**src/rtl/card_clk_pkg.sv**
```systemverilog
package card_clk_pkg;

  typedef enum logic [1:0] {
    SCH_DIVONLY  = 2'd0,
    SCH_BYPASS   = 2'd1,
    SCH_DDR      = 2'd2,
    SCH_DDR_FAST = 2'd3
  } clk_scheme_e;

  // strobes from control to datapath
  typedef struct packed {
    logic load;    // restart the divider with a new half period
    logic bypass;  // forward the source clock after this load
  } ctrl_strobe_t;

  // status from datapath to control
  typedef struct packed {
    logic outLow;      // divided output currently low
    logic periodDone;  // this edge ends a high phase
  } dp_status_t;

endpackage

```
**src/rtl/card_clk_ctrl.sv**
```systemverilog
module card_clk_ctrl
  import card_clk_pkg::*;
#(
  parameter int DIV_W = 8,
  parameter int CNT_W = DIV_W + 2
) (
  input  logic             clk,
  input  logic             rstN,
  input  logic             cfgWe,
  input  logic [1:0]       clkScheme,
  input  logic [DIV_W-1:0] divField,
  input  logic             halfRate,
  input  dp_status_t       dpStat,
  output ctrl_strobe_t     strb,
  output logic [CNT_W-1:0] halfVal,
  output logic             clkLocked
);

  typedef enum logic [1:0] {ST_LOCKED, ST_WAIT_LOW, ST_SETTLE} ctl_state_e;

  ctl_state_e       state;
  clk_scheme_e      pendScheme;
  logic [DIV_W-1:0] pendDiv;
  logic             pendHalf;

  function automatic logic [CNT_W-1:0] calcHalf(
    input clk_scheme_e sch,
    input logic [DIV_W-1:0] dv,
    input logic hr
  );
    logic [CNT_W-1:0] ddrHalf;
    logic [CNT_W-1:0] effDiv;
    effDiv  = (dv == '0) ? CNT_W'(1) : CNT_W'(dv);
    ddrHalf = (dv == '0) ? CNT_W'(2) : (CNT_W'(dv) << 2);
    case (sch)
      SCH_DIVONLY:  calcHalf = effDiv << 1;
      SCH_BYPASS:   calcHalf = CNT_W'(1);
      SCH_DDR:      calcHalf = ddrHalf;
      default:      calcHalf = hr ? CNT_W'(1) : ddrHalf;
    endcase
  endfunction

  always_ff @(posedge clk or negedge rstN) begin
    if (!rstN) begin
      state      <= ST_SETTLE;
      pendScheme <= SCH_DIVONLY;
      pendDiv    <= '0;
      pendHalf   <= 1'b0;
      clkLocked  <= 1'b0;
    end else if (cfgWe) begin
      state      <= ST_WAIT_LOW;
      pendScheme <= clk_scheme_e'(clkScheme);
      pendDiv    <= divField;
      pendHalf   <= halfRate;
      clkLocked  <= 1'b0;
    end else begin
      case (state)
        ST_WAIT_LOW: if (dpStat.outLow) state <= ST_SETTLE;
        ST_SETTLE: begin
          if (dpStat.periodDone) begin
            state     <= ST_LOCKED;
            clkLocked <= 1'b1;
          end
        end
        default: state <= ST_LOCKED;
      endcase
    end
  end

  always_comb begin
    strb.load   = (state == ST_WAIT_LOW) && dpStat.outLow;
    strb.bypass = (pendScheme == SCH_BYPASS);
    halfVal     = calcHalf(pendScheme, pendDiv, pendHalf);
  end

  AST_LOCK_DROP: assert property (@(posedge clk) disable iff (!rstN)
    cfgWe |=> !clkLocked);

  AST_LOCK_QUIET: assert property (@(posedge clk) disable iff (!rstN)
    clkLocked |-> !strb.load);

endmodule

```
**src/rtl/card_clk_datapath.sv**
```systemverilog
module card_clk_datapath
  import card_clk_pkg::*;
#(
  parameter int CNT_W    = 10,
  parameter int RST_HALF = 2
) (
  input  logic             clk,
  input  logic             rstN,
  input  ctrl_strobe_t     strb,
  input  logic [CNT_W-1:0] halfVal,
  output dp_status_t       dpStat,
  output logic             cardClk
);

  logic [CNT_W-1:0] cnt;
  logic [CNT_W-1:0] halfReg;
  logic             divQ;
  logic             bypassReg;
  logic             bypSel;
  logic             phaseEnd;

  assign phaseEnd = (cnt == halfReg - CNT_W'(1));

  always_ff @(posedge clk or negedge rstN) begin
    if (!rstN) begin
      cnt       <= '0;
      halfReg   <= CNT_W'(RST_HALF);
      divQ      <= 1'b0;
      bypassReg <= 1'b0;
    end else if (strb.load) begin
      cnt       <= '0;
      halfReg   <= halfVal;
      divQ      <= 1'b0;
      bypassReg <= strb.bypass;
    end else if (phaseEnd) begin
      cnt  <= '0;
      divQ <= ~divQ;
    end else begin
      cnt <= cnt + CNT_W'(1);
    end
  end

  // select changes only while the source clock is low and divQ is low
  always_ff @(negedge clk or negedge rstN) begin
    if (!rstN) bypSel <= 1'b0;
    else       bypSel <= bypassReg;
  end

  assign cardClk = bypSel ? clk : divQ;

  always_comb begin
    dpStat.outLow     = !divQ;
    dpStat.periodDone = divQ && phaseEnd;
  end

  AST_LOAD_IN_LOW: assert property (@(posedge clk) disable iff (!rstN)
    strb.load |-> !divQ);

  AST_HIGH_NOT_CUT: assert property (@(posedge clk) disable iff (!rstN)
    ($rose(divQ) && halfReg > CNT_W'(1)) |=> divQ);

  AST_HALF_NONZERO: assert property (@(posedge clk) disable iff (!rstN)
    strb.load |-> halfVal != '0);

endmodule

```
**src/rtl/card_clk_divider.sv**
```systemverilog
module card_clk_divider
  import card_clk_pkg::*;
#(
  parameter int DIV_W = 8
) (
  input  logic             clk,
  input  logic             rstN,
  input  logic             cfgWe,
  input  logic [1:0]       clkScheme,
  input  logic [DIV_W-1:0] divField,
  input  logic             halfRate,
  output logic             cardClk,
  output logic             clkLocked
);

  localparam int CNT_W = DIV_W + 2;

  ctrl_strobe_t     strb;
  dp_status_t       dpStat;
  logic [CNT_W-1:0] halfVal;

  card_clk_ctrl #(.DIV_W(DIV_W), .CNT_W(CNT_W)) u_ctrl (
    .clk       (clk),
    .rstN      (rstN),
    .cfgWe     (cfgWe),
    .clkScheme (clkScheme),
    .divField  (divField),
    .halfRate  (halfRate),
    .dpStat    (dpStat),
    .strb      (strb),
    .halfVal   (halfVal),
    .clkLocked (clkLocked)
  );

  card_clk_datapath #(.CNT_W(CNT_W), .RST_HALF(2)) u_dp (
    .clk     (clk),
    .rstN    (rstN),
    .strb    (strb),
    .halfVal (halfVal),
    .dpStat  (dpStat),
    .cardClk (cardClk)
  );

endmodule

```
**config.mk**
```make
export PLATFORM = sky130hd
export DESIGN_NAME = card_clk_divider
export DESIGN_NICKNAME = d
export VERILOG_FILES = /design/src/rtl/card_clk_pkg.sv /design/src/rtl/card_clk_ctrl.sv /design/src/rtl/card_clk_datapath.sv /design/src/rtl/card_clk_divider.sv
export SDC_FILE = /design/constraint.sdc
export NUM_CORES = 1
export LEC_CHECK = 0
export BUFFER_PORTS_ARGS = -buffer_cell sky130_fd_sc_hd__buf_2
export CELL_PAD_IN_SITES_DETAIL_PLACEMENT = 0
export CELL_PAD_IN_SITES_GLOBAL_PLACEMENT = 1
export CORE_MARGIN = 4
export CORE_UTILIZATION = 42
export CTS_CLUSTER_SIZE = 20
export DETAILED_ROUTE_END_ITERATION = 6
export GPL_TIMING_DRIVEN = 0
export PLACE_DENSITY = 0.73
export SYNTH_ARGS = -nofsm -noshare
export SYNTH_HDL_FRONTEND = slang
export SYNTH_SLANG_ARGS = --single-unit
```
**constraint.sdc**
```tcl
create_clock -name clk -period 2.5 [get_ports clk]
set_input_delay 0.25 -clock clk [delete_from_list [all_inputs] [get_ports clk]]
set_output_delay 0.25 -clock clk [all_outputs]
set_load 0.05 [all_outputs]
```
## Word level (Yosys, flattened, before mapping)

Index checks and enable logic that the tools add are counted.

| cells by class | value |
|---|---|
| add/sub/neg operators | 2 |
| equal/unequal tests | 7 |
| mux-type cells | 16 |
| bitwise operators | 1 |
| reduce and logical (&&, ||, !) cells | 10 |

Operator list:

| kind | count |
|---|---|
| 10-bit two-way mux | 4 |
| 10-bit one-hot mux with 3 select lines | 1 |
| 10-bit by 1-bit adder with 10-bit output, second input constant | 1 |
| 10-bit == test | 1 |
| 10-bit by 1-bit subtractor with 10-bit output, second input constant | 1 |
| 8-bit zero test | 1 |
| 8-bit two-way mux | 1 |
| 1-bit two-way mux | 6 |
| 2-bit two-way mux | 3 |
| 3-bit inequality test, second input constant | 2 |
| 2-bit nonzero test | 3 |
| 2-bit by 1-bit == test with 1-bit output, second input constant | 2 |
| 2-bit == test, second input constant | 2 |
| 2-bit one-hot mux with 2 select lines | 1 |
| 2-bit AND reduction | 2 |
| 1-bit logical AND | 2 |
| 2-bit zero test | 1 |
| 1-bit zero test | 1 |
| 1-bit inverter | 1 |

| storage, ports and cells | value |
|---|---|
| register bits after elaboration | 37 |
| input bits | 14 |
| output and inout bits | 2 |
| word-level logic and storage cells | 46 |

## Longest topological paths before layout

| depth | value |
|---|---|
| depth after elaboration | 6 |
| mapped depth | 8 |
| mapped depth without buffers | 8 |

## Hierarchy

A second synthesis with hierarchy kept.

| unflattened totals | value |
|---|---|
| cell total of the unflattened synthesis | 184 |
| area total of the unflattened synthesis | 1973.1 um^2 |

Modules (own cells, without submodules):

| module | times used | cells each | area an instance (um^2) | seq. area each (um^2) |
|---|---|---|---|---|
| card_clk_datapath | 1 | 127 | 1277.5 | 576.8 |
| card_clk_ctrl | 1 | 57 | 695.7 | 351.6 |

==> results.yml <==
synthesis:
  syn-num-nets: 204
  synth-async-reset-ratio: 1.00
  synth-main-ff-cell: "dfrtp_1"
  ys_top_cells_by_area: "dfrtp_1, mux2_2, xnor2_1, nor2_1, dfstp_2"
  synth_edf_count: 0
  netlist_area_sq_um: 1910
  synth_cell_types: 43
  synth_top_cell_by_area: "dfrtp_1"
  synth.top_cell.area_share: 0.446
  syn_inst: 188
  synth_warnings: 0
  syn_avg_cell_area_sq_um: 10.2
  yosysSeqAreaShare: 0.486
  synth_seq_cells: 37
global_route:
  grt_remaining_overflow: 0
  grt_max_degree: 38
  grt_usage: 0.160
  grt_pass1_vias: 1514
  grt_pass1_wl_um: 6640
  antenna_found_initial: 0
detailed_routing:
  avgRoutedWirePerCell_um: 14.8
  wl_met1_um: 1820
  dr.pass1.iters: 6
  maxUsedRoutingLayer: "met4"
  wl_um: 4020
  ant_nets: 0
  vias: 1518
  wl_met3_um: 151
  post_drt_via_cell_ratio: 5.60
  drc: 0
  drtIter0Drc: 81
  route.met2.wl_um: 1990
timing:
  whs_ns: 0.0893
  tightest_slew_ns: 0.808
  hold_violations: 0
  drv_slew: 0
  slew_headroom: 0.461
  rsz0062_at_grt: "true"
  fin_worst_skew_ns: 0.0212
  finalSetupViolCount: 1
  fin_ws_ns: -0.269
hold_path:
  whs_endpoint: "u_ctrl.pendHalf$_DFFE_PN0P_"
  hold_depth: 3
  hp-class: "input pin to flop"
  min_from: "halfRate"
power_and_ir_drop:
  p_leak_nw: 0.965
  powerDensity_nw_per_um2: 997
  vdd_drop_max_uv: 398
clock_tree:
  clk_pin_slew_ns: 0.07
  clk_latency_ns: 0.41
  cts_tree: "done"
run_status:
  violations: "negative setup slack"
  status: "finished with violations"
floorplanning:
  die_y_um: 75.4
  die_area_sq_um: 5690
  die_w_um: 75.4
  io_pins: 16
  start_util: 0.436
  core_sq_um: 4380
  rows: 24
cells_and_area:
  multi_input_area_sq_um: 958
  regArea_sq_um: 928
  n_antenna_cell: 0
  final_util: 0.514
  drive_gt1_frac: 0.228
  final_common_cell: "dfrtp_1"
  final_cell_mix: "dfrtp_1, nor2_1, xnor2_1, nand2_1, buf_2"
  area_growth_syn_to_layout_pct: 18.0
  final_nets: 234
  nFillCells: 404
  final_cells: 271
placement:
  gp_congestion: 0.763
  dp_cells: 254
  dpl.hpwl_um: 2810
  io_buffer_count: 14
critical_path:
  cp.required_ns: 2.25
  path_max_fanout: 1
  worstSetupPathType: "flop to output port"
  critPathCaptureType: "output port"
  rr_endpoint: "u_dp.divQ$_DFFE_PN0P_"
  r2r-start: "u_dp.halfReg[0]$_DFFE_PN0P_"
  start_kind: "flop"
  r2r_cells: 8
  rrSetupSlack_ns: 0.06
  worstPathArrival_ns: 2.52
job:
  cap_violations: 0
-- Yosys cell counts, types with 2 or more instances --
master,count
nand4_1,4
nor2_1,28
xor2_1,5
ha_1,2
nor2b_1,6
xnor2_1,14
nor4_1,3
o211ai_1,2
dfstp_2,2
nand3_1,10
o21ai_0,6
nand2_1,13
a21oi_1,4
dfrtp_1,34
a31oi_1,3
a221oi_1,6
clkbuf_1,4
mux2_2,11
inv_1,7
-- layer usage --
metal / track usage / up-vias
met1: 0.171 / 758
met3: 0.0554 / 7
met4: 0.0835 / 0
met5: 0 / -
met2: 0.277 / 25
li1: - / 728
-- state kept, by name, indices dropped and copies added (netlist names), 2 cells and up --
signal / count
u_dp.cnt: 10
u_dp.halfReg: 10
u_ctrl.pendDiv: 8
u_ctrl.pendScheme: 2
u_ctrl.state: 2
-- layout make-up --
type / instances / share of cell area
buffer: 5 / 0.00833
clock buffer: 10 / 0.0572
clock inverter: 2 / 0.00444
inverter: 7 / 0.0117
multi-input combinational: 139 / 0.426
sequential: 37 / 0.412
tap: 52 / 0.0289
timing repair buffer: 19 / 0.0517
-- through the flow --
step                      setup TNS, ns  area (sq um)  power [mW]  setup WS [ns]
after floorplan                       0          1910        1.45         0.0985
after global placement          -0.0400          2040        1.59        -0.0400
after detailed placement         -0.605          2040        1.64         -0.136
after CTS                        -0.284          2220        2.21         -0.284
after global routing             -0.323          2250        2.42         -0.315
final                            -0.269          2250        2.25         -0.269
-- worst max-delay path: stages, from the launching register on --
cell and delay [ns]:
dfrtn_1 0.40, mux2_4 0.31, buf_8 0.15
-- worst max-delay path by stage --
stage	cells after the start	from	slack (ns)	endpoint
after global placement	8	u_dp.halfReg[0]$_DFFE_PN0P_	-0.04	u_dp.divQ$_DFFE_PN0P_
after floorplan	8	u_dp.halfReg[0]$_DFFE_PN0P_	0.1	u_dp.divQ$_DFFE_PN0P_
after CTS	2	u_dp.bypSel$_DFF_NN0_	-0.28	cardClk
after detailed placement	8	u_dp.halfReg[0]$_DFFE_PN0P_	-0.14	u_dp.divQ$_DFFE_PN0P_
final	2	u_dp.bypSel$_DFF_NN0_	-0.27	cardClk
after global routing	2	u_dp.bypSel$_DFF_NN0_	-0.32	cardClk
-- power breakdown --
part	leakage, nW	internal (mW)	switching, mW
Sequential	0.459	0.741	0.191
Combinational	0.425	0.336	0.383
Clock	0.0809	0.332	0.262
-- kinds of logic (layout without fill, tap and decap cells) --
kind of cell | count (synthesis) | after routing | synth area share
and+or+nand+nor | 76 | 76 | 0.201
AOI/OAI and AO/OA | 29 | 29 | 0.113
xor gates and xnor gates | 19 | 19 | 0.0872
muxes | 13 | 13 | 0.0760
adders and majority gates | 2 | 2 | 0.0131
buffers and inverters | 12 | 43 | 0.0236
DFF | 37 | 37 | 0.486
-- what timing repair did --
| action | in CTS | in global routing |
|---|---|---|
| hold buffers | 1 | 0 |
| gates resized for setup | 6 | 3 |
| hold endpoints to repair | 34 | 0 |
| setup buffers | 3 | 2 |
| pin swaps | 2 | 1 |
| setup endpoints to repair | 12 | 13 |
| gates cloned | 0 | 0 |
Note: power is estimated with default switching activity, not from simulation.
